### src/rtl/ddr_wr_pkg.sv
package ddr_wr_pkg;

    localparam int MAX_PAIRS = 8;
    localparam int CNT_W     = $clog2(MAX_PAIRS + 1);

    typedef enum logic [1:0] {
        BLEN_2   = 2'd0,
        BLEN_4   = 2'd1,
        BLEN_8   = 2'd2,
        BLEN_RSV = 2'd3
    } blen_e;

    // Number of data pairs for a burst-length code; the reserved code runs a full burst.
    function automatic logic [CNT_W-1:0] pairs_of(input logic [1:0] code);
        logic [CNT_W-1:0] n;
        case (blen_e'(code))
            BLEN_2:  n = CNT_W'(2);
            BLEN_4:  n = CNT_W'(4);
            default: n = CNT_W'(MAX_PAIRS);
        endcase
        return n;
    endfunction

endpackage

### src/rtl/ddr_wr_burst_ctr.sv
module ddr_wr_burst_ctr
    import ddr_wr_pkg::*;
(
    input  logic       clk,
    input  logic       rst_n,
    input  logic       accept_i,
    input  logic [1:0] blen_i,
    output logic       fetch_o
);

    typedef struct packed {
        logic [CNT_W-1:0] rem;
    } ctr_t;

    ctr_t st_d, st_q;

    always_comb begin
        st_d = st_q;
        if (accept_i) begin
            st_d.rem = pairs_of(blen_i);
        end else if (st_q.rem != '0) begin
            st_d.rem = st_q.rem - CNT_W'(1);
        end
    end

    always_ff @(posedge clk) begin
        if (!rst_n) begin
            st_q <= '0;
        end else begin
            st_q <= st_d;
        end
    end

    assign fetch_o = (st_q.rem != '0);

    AST_REM_BOUND: assert property (@(posedge clk) disable iff (!rst_n)
        st_q.rem <= CNT_W'(MAX_PAIRS));
    AST_ACCEPT_LOADS: assert property (@(posedge clk) disable iff (!rst_n)
        accept_i |=> fetch_o);

endmodule

### src/rtl/ddr_wr_cut_ctl.sv
module ddr_wr_cut_ctl #(
    parameter int RD_LAG  = 1,
    parameter int PRE_LAG = 2
) (
    input  logic clk,
    input  logic rst_n,
    input  logic accept_i,
    input  logic fetch_i,
    input  logic rd_cut_i,
    input  logic pre_cut_i,
    output logic kill_o
);

    localparam int MAX_LAG = (RD_LAG > PRE_LAG) ? RD_LAG : PRE_LAG;
    localparam int LAG_W   = (MAX_LAG < 1) ? 1 : $clog2(MAX_LAG + 1);

    typedef struct packed {
        logic             arm;
        logic [LAG_W-1:0] lag;
    } cut_t;

    cut_t             st_d, st_q;
    logic [LAG_W-1:0] lag_pick;

    always_comb begin
        // With both cuts present, the shorter recovery window opens first.
        if (rd_cut_i && pre_cut_i) begin
            lag_pick = (RD_LAG < PRE_LAG) ? LAG_W'(RD_LAG) : LAG_W'(PRE_LAG);
        end else if (rd_cut_i) begin
            lag_pick = LAG_W'(RD_LAG);
        end else begin
            lag_pick = LAG_W'(PRE_LAG);
        end
    end

    always_comb begin
        st_d = st_q;
        if (accept_i) begin
            st_d = '0;
        end else begin
            if (st_q.arm && st_q.lag != '0) begin
                st_d.lag = st_q.lag - LAG_W'(1);
            end
            if (!st_q.arm && fetch_i && (rd_cut_i || pre_cut_i)) begin
                st_d.arm = 1'b1;
                st_d.lag = lag_pick;
            end
        end
    end

    always_ff @(posedge clk) begin
        if (!rst_n) begin
            st_q <= '0;
        end else begin
            st_q <= st_d;
        end
    end

    assign kill_o = st_q.arm && (st_q.lag == '0) && fetch_i;

    AST_CUT_CLEARED_BY_WRITE: assert property (@(posedge clk) disable iff (!rst_n)
        accept_i |=> !kill_o);
    AST_KILL_HOLDS: assert property (@(posedge clk) disable iff (!rst_n)
        (kill_o && !accept_i) |=> (!fetch_i || kill_o));

endmodule

### src/rtl/ddr_wr_lane_drv.sv
module ddr_wr_lane_drv #(
    parameter int DQ_W = 16
) (
    input  logic                  clk,
    input  logic                  rst_n,
    input  logic                  accept_i,
    input  logic                  fetch_i,
    input  logic                  kill_i,
    input  logic                  wd_valid_i,
    input  logic [DQ_W-1:0]       wd_rise_i,
    input  logic [DQ_W-1:0]       wd_fall_i,
    input  logic [2*(DQ_W/8)-1:0] wd_mask_i,
    output logic                  wd_ready_o,
    output logic                  dqs_oe_o,
    output logic                  dqs_lvl_o,
    output logic                  dq_oe_o,
    output logic [DQ_W-1:0]       dq_rise_o,
    output logic [DQ_W-1:0]       dq_fall_o,
    output logic [DQ_W/8-1:0]     dm_rise_o,
    output logic [DQ_W/8-1:0]     dm_fall_o,
    output logic                  underrun_o
);

    localparam int MASK_W = DQ_W / 8;

    typedef struct packed {
        logic              dqs_oe;
        logic              dqs_lvl;
        logic              dq_oe;
        logic              underrun;
        logic [MASK_W-1:0] dm_r;
        logic [MASK_W-1:0] dm_f;
        logic [DQ_W-1:0]   dq_r;
        logic [DQ_W-1:0]   dq_f;
    } lane_t;

    lane_t st_d, st_q;
    logic  take, short;

    assign take  = fetch_i && !kill_i && wd_valid_i;
    assign short = fetch_i && !kill_i && !wd_valid_i;

    always_comb begin
        st_d          = '0;
        st_d.dq_oe    = fetch_i;
        st_d.dqs_lvl  = fetch_i;
        st_d.dqs_oe   = fetch_i || accept_i || st_q.dq_oe;
        st_d.underrun = short;
        if (take) begin
            st_d.dq_r = wd_rise_i;
            st_d.dq_f = wd_fall_i;
            st_d.dm_r = wd_mask_i[MASK_W-1:0];
            st_d.dm_f = wd_mask_i[2*MASK_W-1:MASK_W];
        end else if (fetch_i) begin
            st_d.dm_r = '1;
            st_d.dm_f = '1;
        end
    end

    always_ff @(posedge clk) begin
        if (!rst_n) begin
            st_q <= '0;
        end else begin
            st_q <= st_d;
        end
    end

    assign wd_ready_o = fetch_i && !kill_i;
    assign dqs_oe_o   = st_q.dqs_oe;
    assign dqs_lvl_o  = st_q.dqs_lvl;
    assign dq_oe_o    = st_q.dq_oe;
    assign dq_rise_o  = st_q.dq_r;
    assign dq_fall_o  = st_q.dq_f;
    assign dm_rise_o  = st_q.dm_r;
    assign dm_fall_o  = st_q.dm_f;
    assign underrun_o = st_q.underrun;

    AST_DQ_INSIDE_STROBE: assert property (@(posedge clk) disable iff (!rst_n)
        st_q.dq_oe |-> st_q.dqs_oe);
    AST_PREAMBLE_LOW: assert property (@(posedge clk) disable iff (!rst_n)
        (accept_i && !fetch_i) |=> (st_q.dqs_oe && !st_q.dq_oe));
    AST_POSTAMBLE_LOW: assert property (@(posedge clk) disable iff (!rst_n)
        $fell(st_q.dq_oe) |-> (st_q.dqs_oe && !st_q.dqs_lvl));
    AST_CUT_PAIR_MASKED: assert property (@(posedge clk) disable iff (!rst_n)
        kill_i |=> (st_q.dq_oe && (&st_q.dm_r) && (&st_q.dm_f)));
    AST_UNDERRUN_MASKED: assert property (@(posedge clk) disable iff (!rst_n)
        st_q.underrun |-> ((&st_q.dm_r) && (&st_q.dm_f) && st_q.dq_oe));

endmodule

### src/rtl/ddr_wr_seq.sv
module ddr_wr_seq #(
    parameter int DQ_W    = 16,
    parameter int RD_LAG  = 1,
    parameter int PRE_LAG = 2
) (
    input  logic                  clk,
    input  logic                  rst_n,
    input  logic                  cmd_valid,
    output logic                  cmd_ready,
    input  logic [1:0]            cmd_blen,
    input  logic                  rd_cut,
    input  logic                  pre_cut,
    input  logic                  wd_valid,
    output logic                  wd_ready,
    input  logic [DQ_W-1:0]       wd_rise,
    input  logic [DQ_W-1:0]       wd_fall,
    input  logic [2*(DQ_W/8)-1:0] wd_mask,
    output logic                  dqs_oe,
    output logic                  dqs_lvl,
    output logic                  dq_oe,
    output logic [DQ_W-1:0]       dq_rise,
    output logic [DQ_W-1:0]       dq_fall,
    output logic [DQ_W/8-1:0]     dm_rise,
    output logic [DQ_W/8-1:0]     dm_fall,
    output logic                  underrun
);

    typedef struct packed {
        logic rdy;
    } top_t;

    top_t st_d, st_q;
    logic accept, fetch, kill;

    always_comb begin
        st_d     = st_q;
        st_d.rdy = 1'b1;
    end

    always_ff @(posedge clk) begin
        if (!rst_n) begin
            st_q <= '0;
        end else begin
            st_q <= st_d;
        end
    end

    assign cmd_ready = st_q.rdy;
    assign accept    = cmd_valid && st_q.rdy;

    ddr_wr_burst_ctr u_ctr (
        .clk      (clk),
        .rst_n    (rst_n),
        .accept_i (accept),
        .blen_i   (cmd_blen),
        .fetch_o  (fetch)
    );

    ddr_wr_cut_ctl #(
        .RD_LAG  (RD_LAG),
        .PRE_LAG (PRE_LAG)
    ) u_cut (
        .clk       (clk),
        .rst_n     (rst_n),
        .accept_i  (accept),
        .fetch_i   (fetch),
        .rd_cut_i  (rd_cut),
        .pre_cut_i (pre_cut),
        .kill_o    (kill)
    );

    ddr_wr_lane_drv #(
        .DQ_W (DQ_W)
    ) u_lane (
        .clk        (clk),
        .rst_n      (rst_n),
        .accept_i   (accept),
        .fetch_i    (fetch),
        .kill_i     (kill),
        .wd_valid_i (wd_valid),
        .wd_rise_i  (wd_rise),
        .wd_fall_i  (wd_fall),
        .wd_mask_i  (wd_mask),
        .wd_ready_o (wd_ready),
        .dqs_oe_o   (dqs_oe),
        .dqs_lvl_o  (dqs_lvl),
        .dq_oe_o    (dq_oe),
        .dq_rise_o  (dq_rise),
        .dq_fall_o  (dq_fall),
        .dm_rise_o  (dm_rise),
        .dm_fall_o  (dm_fall),
        .underrun_o (underrun)
    );

    AST_READY_NEEDS_BURST: assert property (@(posedge clk) disable iff (!rst_n)
        wd_ready |=> dq_oe);

endmodule

### config.mk
export PLATFORM = sky130hd
export DESIGN_NAME = ddr_wr_seq
export DESIGN_NICKNAME = d
export VERILOG_FILES = /design/src/rtl/ddr_wr_pkg.sv /design/src/rtl/ddr_wr_burst_ctr.sv /design/src/rtl/ddr_wr_cut_ctl.sv /design/src/rtl/ddr_wr_lane_drv.sv /design/src/rtl/ddr_wr_seq.sv
export SDC_FILE = /design/constraint.sdc
export NUM_CORES = 1
export LEC_CHECK = 0
export CORE_MARGIN = 1
export CORE_UTILIZATION = 41
export DETAILED_ROUTE_END_ITERATION = 8
export PLACE_DENSITY = 0.84
export SYNTH_ARGS = -nofsm -noshare
export SYNTH_HDL_FRONTEND = slang
export SYNTH_SLANG_ARGS = --single-unit
### constraint.sdc
create_clock -name clk -period 3.31 [get_ports clk]
set_input_delay 0.331 -clock clk [delete_from_list [all_inputs] [get_ports clk]]
set_output_delay 0.331 -clock clk [all_outputs]
set_load 0.03 [all_outputs]
# Word level (Yosys, flattened, before mapping)
# Cells that the tools add are included.
[totals] latch_bits=0 register_bits=47 inputBits=44 ramBits=0 word_cells=49 memories=0 rom_bits=0 output_inout_bits=42
[classes] n_lt_le_gt_ge=0 n_shift=0 n_eq_ne=1 multipliers=0 n_bitwise=1 div=0 muxes=10 reduce_logical=24 n_addsub=2
[op_table] operator="$mux 4" count=4
[op_table] operator="$logic_and 1x1->1" count=10
[op_table] operator="$mux 2" count=4
[op_table] operator="$pmux 4 s2" count=1
[op_table] operator="$reduce_bool 2->1" count=3
[op_table] operator="$logic_not 2->1" count=2
[op_table] operator="$reduce_bool 4->1" count=1
[op_table] operator="$sub 4x1->4 const B" count=1
[op_table] operator="$logic_not 1->1" count=3
[op_table] operator="$logic_or 1x1->1" count=3
[op_table] operator="$eq 2x1->1 const B" count=1
[op_table] operator="$reduce_and 2->1" count=1
[op_table] operator="$reduce_or 2->1" count=1
[op_table] operator="$sub 2x1->2 const B" count=1
[op_table] operator="$mux 1" count=1
[op_table] operator="$not 1->1" count=1

# Logic depth before layout (Yosys ltp)
[logic_depth] ltp_word=7 depth_mapped=7 ltp_nobuf=6

# By module
# A second synthesis with hierarchy kept.
[unflattened] hier_cells=141 area_unflattened_um2=1580.3
[modules_own_cells] mod="ddr_wr_lane_drv" seq_area_each_um2=780.7 instances=1 area_per_inst_um2=1108.6 cells_per_inst=86
[modules_own_cells] mod="ddr_wr_burst_ctr" seq_area_each_um2=80.1 instances=1 area_per_inst_um2=249.0 cells_per_inst=29
[modules_own_cells] mod="ddr_wr_cut_ctl" seq_area_each_um2=60.1 instances=1 area_per_inst_um2=196.4 cells_per_inst=24
[modules_own_cells] mod="ddr_wr_seq" seq_area_each_um2=20.0 instances=1 area_per_inst_um2=26.3 cells_per_inst=2

# Worst setup path after synthesis
# Ideal clock, no wire load.
[synth_path] kind="flip-flop to flip-flop" start="register u_ctr.st_q[0] in the netlist's numbering" end="register u_lane.st_q, in the netlist u_lane.dq_fall_o[0]" t_arrival_ns=1.640 synth_period_minus_slack_ns=1.697 n_path_buf=1 setup_ns=0.057 required_ns=3.253 stages_incl_launch_ff=8 path_slack_ns=1.613 path_cell_list="dfxtp_1 > inv_1 > ha_1 > nor3b_4 > a21oi_2 > and3_4 > buf_6 > and2_4"
[synth_between] elab_chain_len=6
[synth_lines] item="start: declaration" line="ddr_wr_burst_ctr.sv:15" source="ctr_t st_d, st_q;"
[synth_lines] item="start signal: assignment" line="ddr_wr_burst_ctr.sv:30" source="st_q <= st_d;"
[synth_lines] item="$reduce_bool 4->1 *" line="ddr_wr_burst_ctr.sv:34" source="assign fetch_o = (st_q.rem != '0);"
[synth_lines] item="$logic_and 1x1->1" line="ddr_wr_cut_ctl.sv:59" source="assign kill_o = st_q.arm && (st_q.lag == '0) && fetch_i;"
[synth_lines] item="$logic_not 1->1"
[synth_lines] item="$logic_and 1x1->1 *"
[synth_lines] item="named net wd_ready" line="ddr_wr_seq.sv:14" source="output logic wd_ready,"
[synth_lines] item="$logic_and 1x1->1 *" line="ddr_wr_lane_drv.sv:40" source="assign take = fetch_i && !kill_i && wd_valid_i;"
[synth_lines] item="$reduce_and 2->1 (no line) *"
[synth_lines] item="end signal: assignment" line="ddr_wr_lane_drv.sv:64" source="st_q <= st_d;"
[synth_lines] item="end: declaration" line="ddr_wr_lane_drv.sv:37" source="lane_t st_d, st_q;"
# Mark *: on every way through the listed nets, which the timed path passes. The rest lies on a longest branch.
# A chain may end at the register's enable or synchronous reset.

# Worst setup path in the final report
[layout_path] start="register u_ctr.st_q[0] in the netlist's numbering" end="output wd_ready"
[layout_between] elab_chain_len=4
[layout_lines] item="$reduce_bool 4->1 *" line="ddr_wr_burst_ctr.sv:34"
[layout_lines] item="$logic_and 1x1->1" line="ddr_wr_cut_ctl.sv:59"
[layout_lines] item="$logic_not 1->1" line="ddr_wr_lane_drv.sv:68" source="assign wd_ready_o = fetch_i && !kill_i;"
[layout_lines] item="$logic_and 1x1->1 *" line="ddr_wr_lane_drv.sv:68"
[layout_lines] item="end: declaration" line="ddr_wr_seq.sv:14"
# Mark *: on every way between the ends. The rest lies on a longest branch, timed or not.

==> results.sh <==
export IMPL_min_period_ns=2.31
export IMPL_first_iter_violations=55
export IMPL_cts_reportedPaths_clkPinSlew_ns=0.08
export IMPL_grt_util_all_layers=0.165
export IMPL_htree_num_levels=2
export IMPL_gp_congestion=0.770
export IMPL_grt_pass1_vias=1103
export IMPL_cap_violations=0
export IMPL_cts_repair_resize_count=0
export IMPL_final_common_cell="clkdlybuf4s50_1"
export IMPL_synth_cell_types=25
export IMPL_grt_pass1_wl_um=5020
export IMPL_wire_per_inst_um=11.4
export IMPL_async_flop_share=0
export IMPL_antenna_left=0
export IMPL_required_ns=2.98
export IMPL_slew_headroom=0.688
export IMPL_worstMarginPinSlew_ns=0.464
export IMPL_initial_core_util=0.430
export IMPL_ys_ff_latch=47
export IMPL_drt_vias_per_instance=4.30
export IMPL_syn_num_nets=180
export IMPL_max_freq_ghz=0.433
export IMPL_met2_length_um=1430
export IMPL_hold_path_class="reg -> reg"
export IMPL_post_dp_hpwl_um=2300
export IMPL_ys_warnings_count=0
export IMPL_hold_buffers=0
export IMPL_critPathKind="reg -> out"
export IMPL_maxUsedRoutingLayer="met4"
export IMPL_nets=268
export IMPL_finalSetupViolCount=0
export IMPL_met1Wirelength_um=1370
export IMPL_clock_latency_ns=0.29
export IMPL_critPathMaxFanout=8
export IMPL_n_antenna_cell=0
export IMPL_p_leak_nw=1.01
export IMPL_core_area_mm2=0.00366
export IMPL_status="finished clean"
export IMPL_synth_cell_area_mm2=0.00157
export IMPL_peakVddDrop_mv=0.483
export IMPL_port_buffers=85
export IMPL_die_area_mm2=0.00409
export IMPL_seq_area_frac_synth=0.598
export IMPL_cts_setup_buffers=0
export IMPL_rsz0062_at_grt="no"
export IMPL_finalCritPeriodShare=0.697
export IMPL_firstDrtPassIters=5
export IMPL_cts_buffers_inserted=5
export IMPL_synth_edff_count=0
export IMPL_rows=22
export IMPL_clock_sinks=47
export IMPL_die_w_um=63.9
export IMPL_wirelength_um=3070
export IMPL_num_vias=1162
export IMPL_setup_tns_ns=0
export IMPL_crit_path_end_kind="output port"
export IMPL_cts_tree="yes"
export IMPL_drcViolationCount=0
export IMPL_root_buffer="clkbuf_8"
export IMPL_wl_met3_um=220
export IMPL_ioPinCount=86
export IMPL_start_kind="flip-flop"
export IMPL_grt_max_degree=33
export IMPL_globalRoute_totalOverflow=0
export IMPL_power_per_cell_area_mw_per_mm2=827
export IMPL_hold_violations=0
export IMPL_die_h_um=63.9
export IMPL_areaGrowthSynthToFinish_pct=64.0
export IMPL_antenna_found_initial=0
export IMPL_total_power_w=0.00213
export IMPL_layout_drive_gt1_share=0.153
export IMPL_clockBufferDepth=2
export IMPL_syn_avg_cell_area_um2=11.8
export IMPL_synth_top_flop_cell="dfxtp_1"
export IMPL_arrival_ns=1.98
export IMPL_fin_worst_skew_ns=0.00430
export IMPL_drv_slew=0
export IMPL_final_cell_mix="85 x clkdlybuf4s50_1, 47 x dfxtp_1, 23 x and2_4"
export IMPL_syn_inst=133
[routing by layer]
metal | up-vias | track usage
li1 | 596 | -
met2 | 63 | 0.271
met3 | 6 | 0.0571
met4 | 0 | 0.0597
met1 | 497 | 0.198
met5 | - | 0
[cells by family (layout without fill, tap and decap cells)]
family | count (synthesis) | in the layout | share of synthesized area
buffers and inverters | 9 | 98 | 0.0382
AO/OA/AOI/OAI | 13 | 13 | 0.0573
XOR/XNOR | 3 | 3 | 0.0167
AND/OR/NAND/NOR | 56 | 56 | 0.253
multiplexers | 2 | 2 | 0.0127
flip-flops | 47 | 47 | 0.598
adder cells (fa/ha/maj) | 3 | 3 | 0.0239
[synthesized netlist by cell type, types with 3 or more instances]
cell type | instances | area share
and2_4 | 23 | 0.13
nor3_1 | 3 | 0.0095
inv_1 | 5 | 0.012
ha_1 | 3 | 0.024
nor2b_1 | 4 | 0.016
nand2_1 | 5 | 0.012
o21a_1 | 4 | 0.019
and2_1 | 9 | 0.036
dfxtp_1 | 47 | 0.60
buf_6 | 3 | 0.021
xnor2_1 | 3 | 0.017
nor2_1 | 7 | 0.017
[final cells by class]
cell class / count / area (µm²)
repair buffers: 85 / 851
well taps: 48 / 60.1
clock inverters: 3 / 67.6
clock buffers: 5 / 68.8
inverters: 5 / 18.8
fillers: 271 / 1080
multi-input cells: 77 / 572
flip-flops and latches: 47 / 941
[through the flow]
step                hold WS [ns]  worst slack (ns)   util  instance area, µm²  std cells
floorplan                  0.359              1.61      -                1570        133
global route               0.554             0.903  0.704                2580        270
detailed placement         0.518              1.34  0.667                2440        262
CTS                        0.532             0.989  0.704                2580        270
global placement           0.511              1.36  0.667                2440        262
finish                     0.529              1.00  0.704                2580        270
[worst max-delay path, cell delays in order (launching register included)]
cell	delay, ns
dfxtp_1	0.34
inv_1	0.08
ha_1	0.21
nor3b_4	0.18
a21oi_2	0.17
clkdlybuf4s50_1	0.70
[flip-flops by register name, indices dropped and copies added (netlist names)]
signal and count:
u_lane.dm_fall_o 2, u_lane.dq_fall_o 16, u_lane.dqs_oe_o 1, u_lane.dqs_lvl_o 1, u_lane.dq_rise_o 16, cmd_ready 1
u_ctr.st_q 4, u_lane.dm_rise_o 2, u_lane.underrun_o 1, u_cut.st_q 3
[worst paths after layout]
path	slack, ns	depth (start not counted)	start	endpoint
min	0.53	2	u_cut.st_q[2]	u_cut.st_q[2]
max	1.00	5	u_ctr.st_q[0]	wd_ready
min reg2reg	0.53	2	u_cut.st_q[2]	u_cut.st_q[2]
max reg2reg	1.65	6	u_ctr.st_q[0]	u_lane.dq_rise_o[7]
[power by group]
part	switching, W	internal, W	total (W)	leakage, nW
combinational	0.000473	0.000428	0.000901	0.566
sequential	0.0000534	0.000694	0.000748	0.385
clock	0.000183	0.000301	0.000484	0.0644
(Power assumes the default switching activity.)
